$ cat src/rtl/memwin_pkg.sv
package memwin_pkg;

    // Software access mode of the window
    typedef enum logic [1:0] {
        ACC_RW = 2'd0,
        ACC_RO = 2'd1,
        ACC_WO = 2'd2
    } access_e;

    // Per-direction handshake state
    typedef enum logic [1:0] {
        HS_IDLE = 2'd0,
        HS_PEND = 2'd1,
        HS_DONE = 2'd2
    } hs_state_e;

    function automatic bit is_pow2(input int v);
        return (v > 0) && ((v & (v - 1)) == 0);
    endfunction

endpackage

$ cat src/rtl/memwin_decode.sv
module memwin_decode #(
    parameter int                ADDR_W = 16,
    parameter int                BYTES  = 4,
    parameter int                DEPTH  = 64,
    parameter int                IDX_W  = 7,
    parameter logic [ADDR_W-1:0] BASE   = '0
) (
    input  logic [ADDR_W-1:0] addr,
    output logic              hit,
    output logic [IDX_W-1:0]  idx
);
    localparam int              SHIFT = $clog2(BYTES);
    localparam logic [ADDR_W:0] LO    = {1'b0, BASE};
    localparam logic [ADDR_W:0] HI    = {1'b0, BASE} + (ADDR_W+1)'(DEPTH * BYTES);

    logic [ADDR_W:0]   addr_x;
    logic [ADDR_W-1:0] offset;

    assign addr_x = {1'b0, addr};
    assign hit    = (addr_x >= LO) && (addr_x < HI);
    assign offset = addr - BASE;
    assign idx    = IDX_W'(offset >> SHIFT);
endmodule

$ cat src/rtl/memwin_port.sv
module memwin_port
    import memwin_pkg::*;
#(
    parameter int PW = 8
) (
    input  logic          clk,
    input  logic          rst,
    input  logic          start,
    input  logic          vld,
    input  logic          ack,
    input  logic [PW-1:0] pin,
    output logic          req,
    output logic [PW-1:0] pout
);
    hs_state_e state;

    always_ff @(posedge clk) begin
        if (rst) begin
            state <= HS_IDLE;
            pout  <= '0;
        end else begin
            case (state)
                HS_IDLE: if (start) begin
                    state <= HS_PEND;
                    pout  <= pin;
                end
                HS_PEND: if (ack) state <= HS_DONE;
                HS_DONE: if (!vld) state <= HS_IDLE;
                default: state <= HS_IDLE;
            endcase
        end
    end

    assign req = (state == HS_PEND);
endmodule

$ cat src/rtl/memwin_mux.sv
module memwin_mux
    import memwin_pkg::*;
#(
    parameter int                ADDR_W = 16,
    parameter int                DATA_W = 32,
    parameter logic [ADDR_W-1:0] BASE   = '0,
    parameter logic [ADDR_W-1:0] LAST   = '1,
    parameter access_e           MODE   = ACC_RW,
    parameter logic [DATA_W-1:0] FILL   = '0
) (
    input  logic [ADDR_W-1:0] addr,
    input  logic              rvld,
    input  logic              wvld,
    input  logic [DATA_W-1:0] rdata,
    input  logic              rack,
    input  logic              rerr,
    input  logic              wack,
    input  logic              werr,
    output logic [DATA_W-1:0] out_data,
    output logic              out_rdy,
    output logic              out_err
);
    typedef struct packed {
        logic [DATA_W-1:0] data;
        logic              rdy;
        logic              err;
    } resp_t;

    resp_t win, sel;

    generate
        if (MODE == ACC_RW) begin : g_rw
            always_comb begin
                win.data = rdata;
                win.rdy  = rack | wack;
                win.err  = (rerr & rack) | (werr & wack);
            end
        end else if (MODE == ACC_RO) begin : g_ro
            always_comb begin
                win.data = rdata;
                win.rdy  = rack;
                win.err  = rerr & rack;
            end
        end else begin : g_wo
            always_comb begin
                win.data = FILL;
                win.rdy  = wack;
                win.err  = werr & wack;
            end
        end
    endgenerate

    always_comb begin
        case (addr) inside
            [BASE:LAST]: sel = win;
            default: begin
                sel.data = '0;
                sel.rdy  = rvld | wvld;
                sel.err  = rvld | wvld;
            end
        endcase
    end

    assign out_data = sel.data;
    assign out_rdy  = sel.rdy;
    assign out_err  = sel.err;
endmodule

$ cat src/rtl/memwin_bridge.sv
module memwin_bridge
    import memwin_pkg::*;
#(
    parameter int                ADDR_W = 16,
    parameter int                DATA_W = 32,
    parameter int                DEPTH  = 64,
    parameter logic [ADDR_W-1:0] BASE   = 16'h0100,
    parameter access_e           MODE   = ACC_RW,
    parameter logic [DATA_W-1:0] FILL   = '0
) (
    input  logic                     clk,
    input  logic                     rst,
    input  logic [ADDR_W-1:0]        bus_addr,
    input  logic [DATA_W-1:0]        bus_wdata,
    input  logic [DATA_W/8-1:0]      bus_be,
    input  logic                     bus_rvld,
    input  logic                     bus_wvld,
    output logic [DATA_W-1:0]        bus_rdata,
    output logic                     bus_rdy,
    output logic                     bus_err,
    output logic [$clog2(DEPTH):0]   mem_idx,
    output logic                     mem_rreq,
    input  logic [DATA_W-1:0]        mem_rdata,
    input  logic                     mem_rack,
    input  logic                     mem_rerr,
    output logic                     mem_wreq,
    output logic [DATA_W-1:0]        mem_wdata,
    output logic [DATA_W-1:0]        mem_wmask,
    input  logic                     mem_wack,
    input  logic                     mem_werr
);
    localparam int                BYTES = DATA_W / 8;
    localparam int                IDX_W = $clog2(DEPTH) + 1;
    localparam logic [ADDR_W-1:0] LAST  = BASE + ADDR_W'(DEPTH * BYTES - 1);

    generate
        if (!is_pow2(DATA_W) || DATA_W < 8) begin : g_bad_width
            $error("memory word width must be a power of two of at least 8 bits");
        end
    endgenerate

    typedef struct packed {
        logic [IDX_W-1:0]  idx;
        logic [DATA_W-1:0] data;
        logic [DATA_W-1:0] mask;
    } wr_pl_t;

    logic              hit;
    logic [IDX_W-1:0]  hit_idx;
    logic [IDX_W-1:0]  r_idx;
    logic [DATA_W-1:0] bit_mask;
    wr_pl_t            w_in, w_out;

    memwin_decode #(
        .ADDR_W(ADDR_W), .BYTES(BYTES), .DEPTH(DEPTH), .IDX_W(IDX_W), .BASE(BASE)
    ) u_dec (
        .addr(bus_addr), .hit(hit), .idx(hit_idx)
    );

    // byte enables widened to one mask bit per data bit
    generate
        for (genvar b = 0; b < BYTES; b++) begin : g_lane
            assign bit_mask[8*b +: 8] = {8{bus_be[b]}};
        end
    endgenerate

    assign w_in.idx  = hit_idx;
    assign w_in.data = bus_wdata;
    assign w_in.mask = bit_mask;

    generate
        if (MODE != ACC_WO) begin : g_rd
            memwin_port #(.PW(IDX_W)) u_rd (
                .clk(clk), .rst(rst),
                .start(hit && bus_rvld), .vld(bus_rvld), .ack(mem_rack),
                .pin(hit_idx), .req(mem_rreq), .pout(r_idx)
            );
        end else begin : g_no_rd
            assign mem_rreq = 1'b0;
            assign r_idx    = '0;
        end

        if (MODE != ACC_RO) begin : g_wr
            memwin_port #(.PW($bits(wr_pl_t))) u_wr (
                .clk(clk), .rst(rst),
                .start(hit && bus_wvld), .vld(bus_wvld), .ack(mem_wack),
                .pin(w_in), .req(mem_wreq), .pout(w_out)
            );
        end else begin : g_no_wr
            assign mem_wreq = 1'b0;
            assign w_out    = '0;
        end
    endgenerate

    assign mem_idx   = mem_wreq ? w_out.idx : r_idx;
    assign mem_wdata = w_out.data;
    assign mem_wmask = w_out.mask;

    memwin_mux #(
        .ADDR_W(ADDR_W), .DATA_W(DATA_W), .BASE(BASE), .LAST(LAST),
        .MODE(MODE), .FILL(FILL)
    ) u_mux (
        .addr(bus_addr), .rvld(bus_rvld), .wvld(bus_wvld),
        .rdata(mem_rdata), .rack(mem_rack), .rerr(mem_rerr),
        .wack(mem_wack), .werr(mem_werr),
        .out_data(bus_rdata), .out_rdy(bus_rdy), .out_err(bus_err)
    );
endmodule

$ cat config.mk
export PLATFORM = sky130hd
export DESIGN_NAME = memwin_bridge
export DESIGN_NICKNAME = d
export VERILOG_FILES = /design/src/rtl/memwin_pkg.sv /design/src/rtl/memwin_decode.sv /design/src/rtl/memwin_port.sv /design/src/rtl/memwin_mux.sv /design/src/rtl/memwin_bridge.sv
export SDC_FILE = /design/constraint.sdc
export NUM_CORES = 1
export LEC_CHECK = 0
export ABC_AREA = 0
export BUFFER_PORTS_ARGS = -buffer_cell sky130_fd_sc_hd__buf_2
export CAP_MARGIN = 20
export CORE_UTILIZATION = 49
export CTS_BUF_LIST = sky130_fd_sc_hd__clkbuf_8
export CTS_CLUSTER_DIAMETER = 150
export DETAILED_ROUTE_END_ITERATION = 10
export HOLD_SLACK_MARGIN = 0.06
export MAX_ROUTING_LAYER = met4
export PLACE_DENSITY = 0.83
export SLEW_MARGIN = 10
export SYNTH_ARGS = -nofsm -noshare
export SYNTH_HDL_FRONTEND = slang
export SYNTH_HIERARCHICAL = 1
export SYNTH_SLANG_ARGS = --single-unit
$ cat constraint.sdc
create_clock -name clk -period 2.3 [get_ports clk]
set_input_delay 0.69 -clock clk [delete_from_list [all_inputs] [get_ports clk]]
set_output_delay 0.69 -clock clk [all_outputs]
set_load 0.01 [all_outputs]
== Word-level counts from Yosys, hierarchy flattened ==
Index checks and enable logic that the tools add are counted.

* Register bits: 82
* Bits of input ports: 92
* Output and inout bits: 107
* Logic and storage cells: 44

* $add $sub $neg: 1
* $lt $le $gt $ge: 4
* Eq/ne operators: 10
* Muxes and demuxes: 10
* Bitwise operators: 5
* Reductions and logical operators: 10

{| class="wikitable"
|+ Operators by type and width
! operator !! number
|-
| 34-bit two-way mux || 1
|-
| 16-bit by 9-bit >= comparator with 1-bit output, second input constant || 2
|-
| 16-bit by 9-bit less-or-equal comparator with 1-bit output, second input constant || 1
|-
| 16-bit by 10-bit < comparator with 1-bit output, second input constant || 1
|-
| 2-bit two-way mux || 6
|-
| 2-bit one-hot mux with 3 select lines || 2
|-
| 9-bit subtractor, second input constant || 1
|-
| 2-bit by 1-bit != test with 1-bit output, second input constant || 4
|-
| 7-bit two-way mux || 1
|-
| 3-bit AND reduction || 2
|-
| 2-bit by 1-bit == test with 1-bit output, second input constant || 2
|-
| 2-bit == test, second input constant || 2
|-
| 1-bit logical AND || 4
|-
| 2-bit zero test || 2
|-
| 2-bit != test, second input constant || 2
|-
| 2-bit AND reduction || 2
|-
| 1-bit OR || 3
|-
| 1-bit bitwise AND || 2
|}

== Logic depth before layout (Yosys ltp) ==
* Depth after elaboration: 5
* Depth in mapped cells: 7
* Depth with buffers taken out: 5

== Cells and area by module ==
The synthesis kept the hierarchy.

{| class="wikitable"
|+ Modules (own cells, without submodules)
! module !! instances !! cells each !! area an instance (um^2) !! sequential area each (um^2)
|-
| memwin_port (g_wr.u_wr) || 1 || 318 || 3534.6 || 1461.4
|-
| memwin_port (g_rd.u_rd) || 1 || 40 || 411.6 || 180.2
|-
| memwin_mux || 1 || 44 || 300.3 || 0.0
|-
| memwin_bridge || 1 || 10 || 128.9 || 0.0
|-
| memwin_decode || 1 || 10 || 68.8 || 0.0
|}

== Least setup slack after synthesis ==
Ideal clock, no wire load.

* Path kind: input port to output port
* Start point: input port bus_addr[15]
* End point: output port bus_err
* Data arrival time: 1543 ps
* Required time: 1610 ps
* Path slack: 67 ps
* Cell stages on the path: 4
* Buffers on the path: 1
* Path through: nor4_1 -> and4b_1 -> buf_6 -> mux2i_1

* Cells in the longest elaborated chain, start to end: 3
* Elaborated cells between the ends (all ways): 4
* Classes of those cells: order compare (2); mux (1); reduce/logical (1)

{| class="wikitable"
|+ RTL lines
! item !! RTL line !! source
|-
| start: declaration || memwin_bridge.sv:13 || <nowiki>input logic [ADDR_W-1:0] bus_addr,</nowiki>
|-
| 16-bit by 9-bit >= comparator with 1-bit output (no line) / 16-bit by 9-bit less-or-equal comparator with 1-bit output (equally long branches) || - ||
|-
| 1-bit logical AND (no line) (*) || - ||
|-
| 34-bit two-way mux (*) || memwin_mux.sv:54 || <nowiki>case (addr) inside</nowiki>
|-
| end: declaration || memwin_bridge.sv:20 || <nowiki>output logic bus_err,</nowiki>
|}

Every way passes the cells marked *; elsewhere a longest branch is shown, timed or not.

== Worst setup path in the final report ==
* Start point: input port bus_addr[15]
* End point: output port bus_rdata[23]

* Cells in the longest elaborated chain, start to end: 3
* Elaborated cells between the ends (all ways): 4
* Classes of those cells: order compare (2); mux (1); reduce/logical (1)

{| class="wikitable"
|+ RTL lines
! item !! RTL line !! source
|-
| 16-bit by 9-bit >= comparator with 1-bit output (no line) / 16-bit by 9-bit less-or-equal comparator with 1-bit output (equally long branches) || - ||
|-
| 1-bit logical AND (no line) (*) || - ||
|-
| 34-bit two-way mux (*) || memwin_mux.sv:54 ||
|-
| end: declaration || memwin_bridge.sv:18 || <nowiki>output logic [DATA_W-1:0] bus_rdata,</nowiki>
|}

Marked as above.

==> summary.txt <==
Place
  • Post-DP Area: around 0.0054 mm2
  • DPL Wire Length: 7227 um
  • I/O Buffers: around 200
  • GP Congestion: 0.7686
  • Post-Place Cells: 704

Critical path
  • Reg2Reg Capture Point: g_wr.u_wr/pout[27]$_SDFFE_PP0P_
  • Worst EP arrival: 1910 ps
  • R2r setup slk: 1040 ps
  • Crit-path max FO: 4
  • CP Class: in -> out
  • Reg2reg path depth: 4
  • Reg2reg start: g_wr.u_wr/state[1]$_SDFFE_PP0P_
  • Critical Path RT: between 1500 and 2000 ps
  • CP endpoint kind: output pin
  • Crit start category: primary input

Hold path
  • Hold Crit Depth: 2
  • Hold EP: g_wr.u_wr/pout[30]$_SDFFE_PP0P_
  • Min-delay worst type: reg -> reg
  • Hold_sp: g_wr.u_wr/pout[30]$_SDFFE_PP0P_

Timing
  • Hold Vio Cnt, Final: 0
  • Fin crit share: 113.2%
  • RSZ-0062 raised after global routing: yes
  • Slew HR: about three quarters
  • Pins Over Slew Limit: 0
  • Worst slew pin tran: between 300 and 400 ps
  • Fin worst setup slack: -303.8 ps
  • Fmax: roughly 380 MHz
  • Final Skew: approximately 11 ps
  • Minimum clock period: 2604 ps
  • Final Setup Violations: 34
  • Setup TNS: -8356 ps

Die
  • Starting density of the core: between 50% and 60%
  • Horiz. Die Dim: 97.24 um
  • Site Rows: 34
  • Die area: roughly 0.0095 mm2
  • IO Pins: between 150 and 200
  • Die Height: 97.24 um
  • Core Box Area: between 0.008 and 0.009 mm2

Synthesis
  • Compound-Gate Fraction of Synth Area: less than 1%
  • Post-Synth XOR/XNOR Area: 0%
  • Synth Area in Adders: 0%
  • Distinct cell type count after synthesis: 23
  • Synth top area share: approximately 37%
  • Syn nets: 514
  • Leading area contributor after synthesis: dfxtp_1
  • Yosys Warn Count: 6
  • Area contributors post-synth: dfxtp_1 (37%), mux2i_1 (18%), nand2b_1 (12%)
  • Mapped cell area: 0.004444 mm2
  • Sequential fraction of the synthesis area: around 37%
  • Main combinational cell family by area after synthesis: simple AND/OR/NAND/NOR gates
  • Syn Area/Cell: around 11 um2
  • Simple-Gate Fraction of Synth Area: between 30% and 40%
  • Post-synthesis mux area share: between 20% and 30%
  • Post-Syn Instances: about 420
  • Register bit count reported by yosys: ~80

Detailed routing
  • Drt initial violations: between 40 and 50
  • # DRC: 0
  • Routed WL: roughly 10000 um
  • Routed Antenna Nets: 0
  • Routed vias: 3502
  • Avg Vias per Cell: around 4.8
  • DRT Pass-1 Iters: 4
  • WL/cell: between 10 and 15 um

Layout
  • Final cell count without fillers: about 720
  • Synthesis-to-layout area growth: 32.09%
  • Filler instances: 695
  • Fraction of layout cells with a size suffix above 1: a little over half
  • Antenna diode count: 0
  • Final Cell Area: between 0.005 and 0.006 mm2
  • Fin nets: ~700

Clock tree
  • # clock sinks: about 80
  • CTS clock-pin slew for the worst setup and hold paths: 80 ps
  • Total CTS buffers: 9
  • Clk_lat worst skew: roughly 340 ps
  • Htree depth: 3
  • CTS root buf: clkbuf_8
  • TritonCTS clock tree: built
  • Clock Path Buffers: 2

Global route
  • Total gr overflow: 0
  • GRT Total Usage: about a fifth
  • Largest net degree at the start of global routing: ~100
  • First-pass GRT wire length: between 15000 and 20000 um
  • Initial antenna violation count: 0
  • Number of global-route vias before repair: between 3000 and 4000

Run status
  • Status: finished, violations left
  • Failing checks: negative setup slack

Flow run
  • MaxCap Viol Count: 0

Pwr
  • Pwr/cell area: 438.9 mW/mm2
  • VDD IR-drop max: 0.3282 mV
  • Pleak: about 2.6 nW
[flip-flops by register name (all words and copies together), names as in the netlist]
register         cells
g_rd.u_rd/pout       7
g_rd.u_rd/state      2
g_wr.u_wr/pout      71
g_wr.u_wr/state      2
[cell usage after synthesis, drive strengths merged]
library cell  count
a211oi            2
a21oi             2
a22oi             1
and2             34
and2b             1
and4b             2
buf              23
clkbuf           14
dfxtp            82
inv               1
mux2              7
mux2i            80
nand2b          103
nand3b            4
nor2              4
nor2b             1
nor3b             2
nor4              2
or2b             57
[power by group]
part	internal (mW)	switching, mW
logic	0.145	0.0975
registers	1.42	0.000951
clock network	0.412	0.501
[what timing repair did]
| item | CTS | global route |
|---|---|---|
| gates cloned | 2 | 1 |
| hold buffers | 0 | 0 |
| setup buffers | 1 | 0 |
| setup endpoints to repair | 41 | 41 |
| pin swaps | 9 | 6 |
| gates resized for setup | 6 | 40 |
[cells in the final DEF, fill, tap and decap left out, types with 2 or more instances in the layout]
cell type | Yosys | final
mux2i_1 | 80 | 80
a21oi_1 | 2 | 2
buf_6 | 8 | 19
nand3b_1 | 4 | 4
a211oi_1 | 2 | 2
nand2b_2 | 15 | 15
buf_2 | 0 | 175
nor2_1 | 4 | 4
and2_1 | 34 | 16
dfxtp_1 | 82 | 81
buf_4 | 8 | 10
and2_4 | 0 | 18
buf_12 | 7 | 7
nand2b_1 | 88 | 88
buf_16 | 0 | 2
mux2_4 | 7 | 7
or2b_2 | 57 | 57
clkbuf_8 | 0 | 10
clkinv_2 | 0 | 5
[how the worst max path moves through the flow]
stage / from / to / slack, ps / depth (start not counted)
2_1_floorplan: bus_addr[15] / bus_err / 70 / 4
3_3_place_gp: bus_addr[15] / bus_rdy / -220 / 6
3_5_place_dp: bus_addr[15] / bus_rdy / -230 / 6
4_1_cts: bus_addr[15] / bus_rdy / -230 / 6
5_1_grt: bus_addr[15] / bus_rdata[23] / -320 / 7
6_report: bus_addr[15] / bus_rdata[23] / -300 / 7
[metrics by stage]
stage | worst slack [ps] | hold slack [ps] | total power [mW] | util, %
detailed placement | -232.1 | 457.8 | 1.686 | 61.71
global route | -317.9 | 492.1 | 2.681 | 66.99
global placement | -219.9 | 454.6 | 1.678 | 61.71
finish | -303.8 | 470.9 | 2.577 | 66.99
floorplan | 66.83 | 448.2 | 1.592 | -
CTS | -228.8 | 475.7 | 2.596 | 64.68
[cell families after synthesis]
| kind of cell | Yosys count |
|---|---|
| simple gates | 210 |
| mux | 87 |
| flops | 82 |
| buf+inv | 38 |
| compound gates | 5 |
[cell type report]
class | instances | area (um2) | area share (%)
clock buffer | 10 | 137.6 | 2.344
clock inverter | 6 | 32.53 | 0.5541
inverter | 1 | 3.754 | 0.06394
multi-input combinational | 302 | 2519 | 42.90
sequential | 82 | 1643 | 27.98
tap | 108 | 135.1 | 2.302
timing repair buffer | 215 | 1400 | 23.85
[layer usage]
layer | share of wire, % | GRT usage, % | up-vias
li1 | - | - | 1734
met1 | 38 | 20.93 | 1623
met2 | 55 | 40.57 | 128
met3 | 5.5 | 3.741 | 17
met4 | 1.7 | 8.258 | 0
met5 | 0 | - | -
[critical path, stage by stage]
cell and delay (ps):
buf_8 100, nor4_4 260, and4b_2 340, buf_12 150
clkbuf_16 130, and2_4 140, buf_6 90
(Power assumes the default switching activity.)
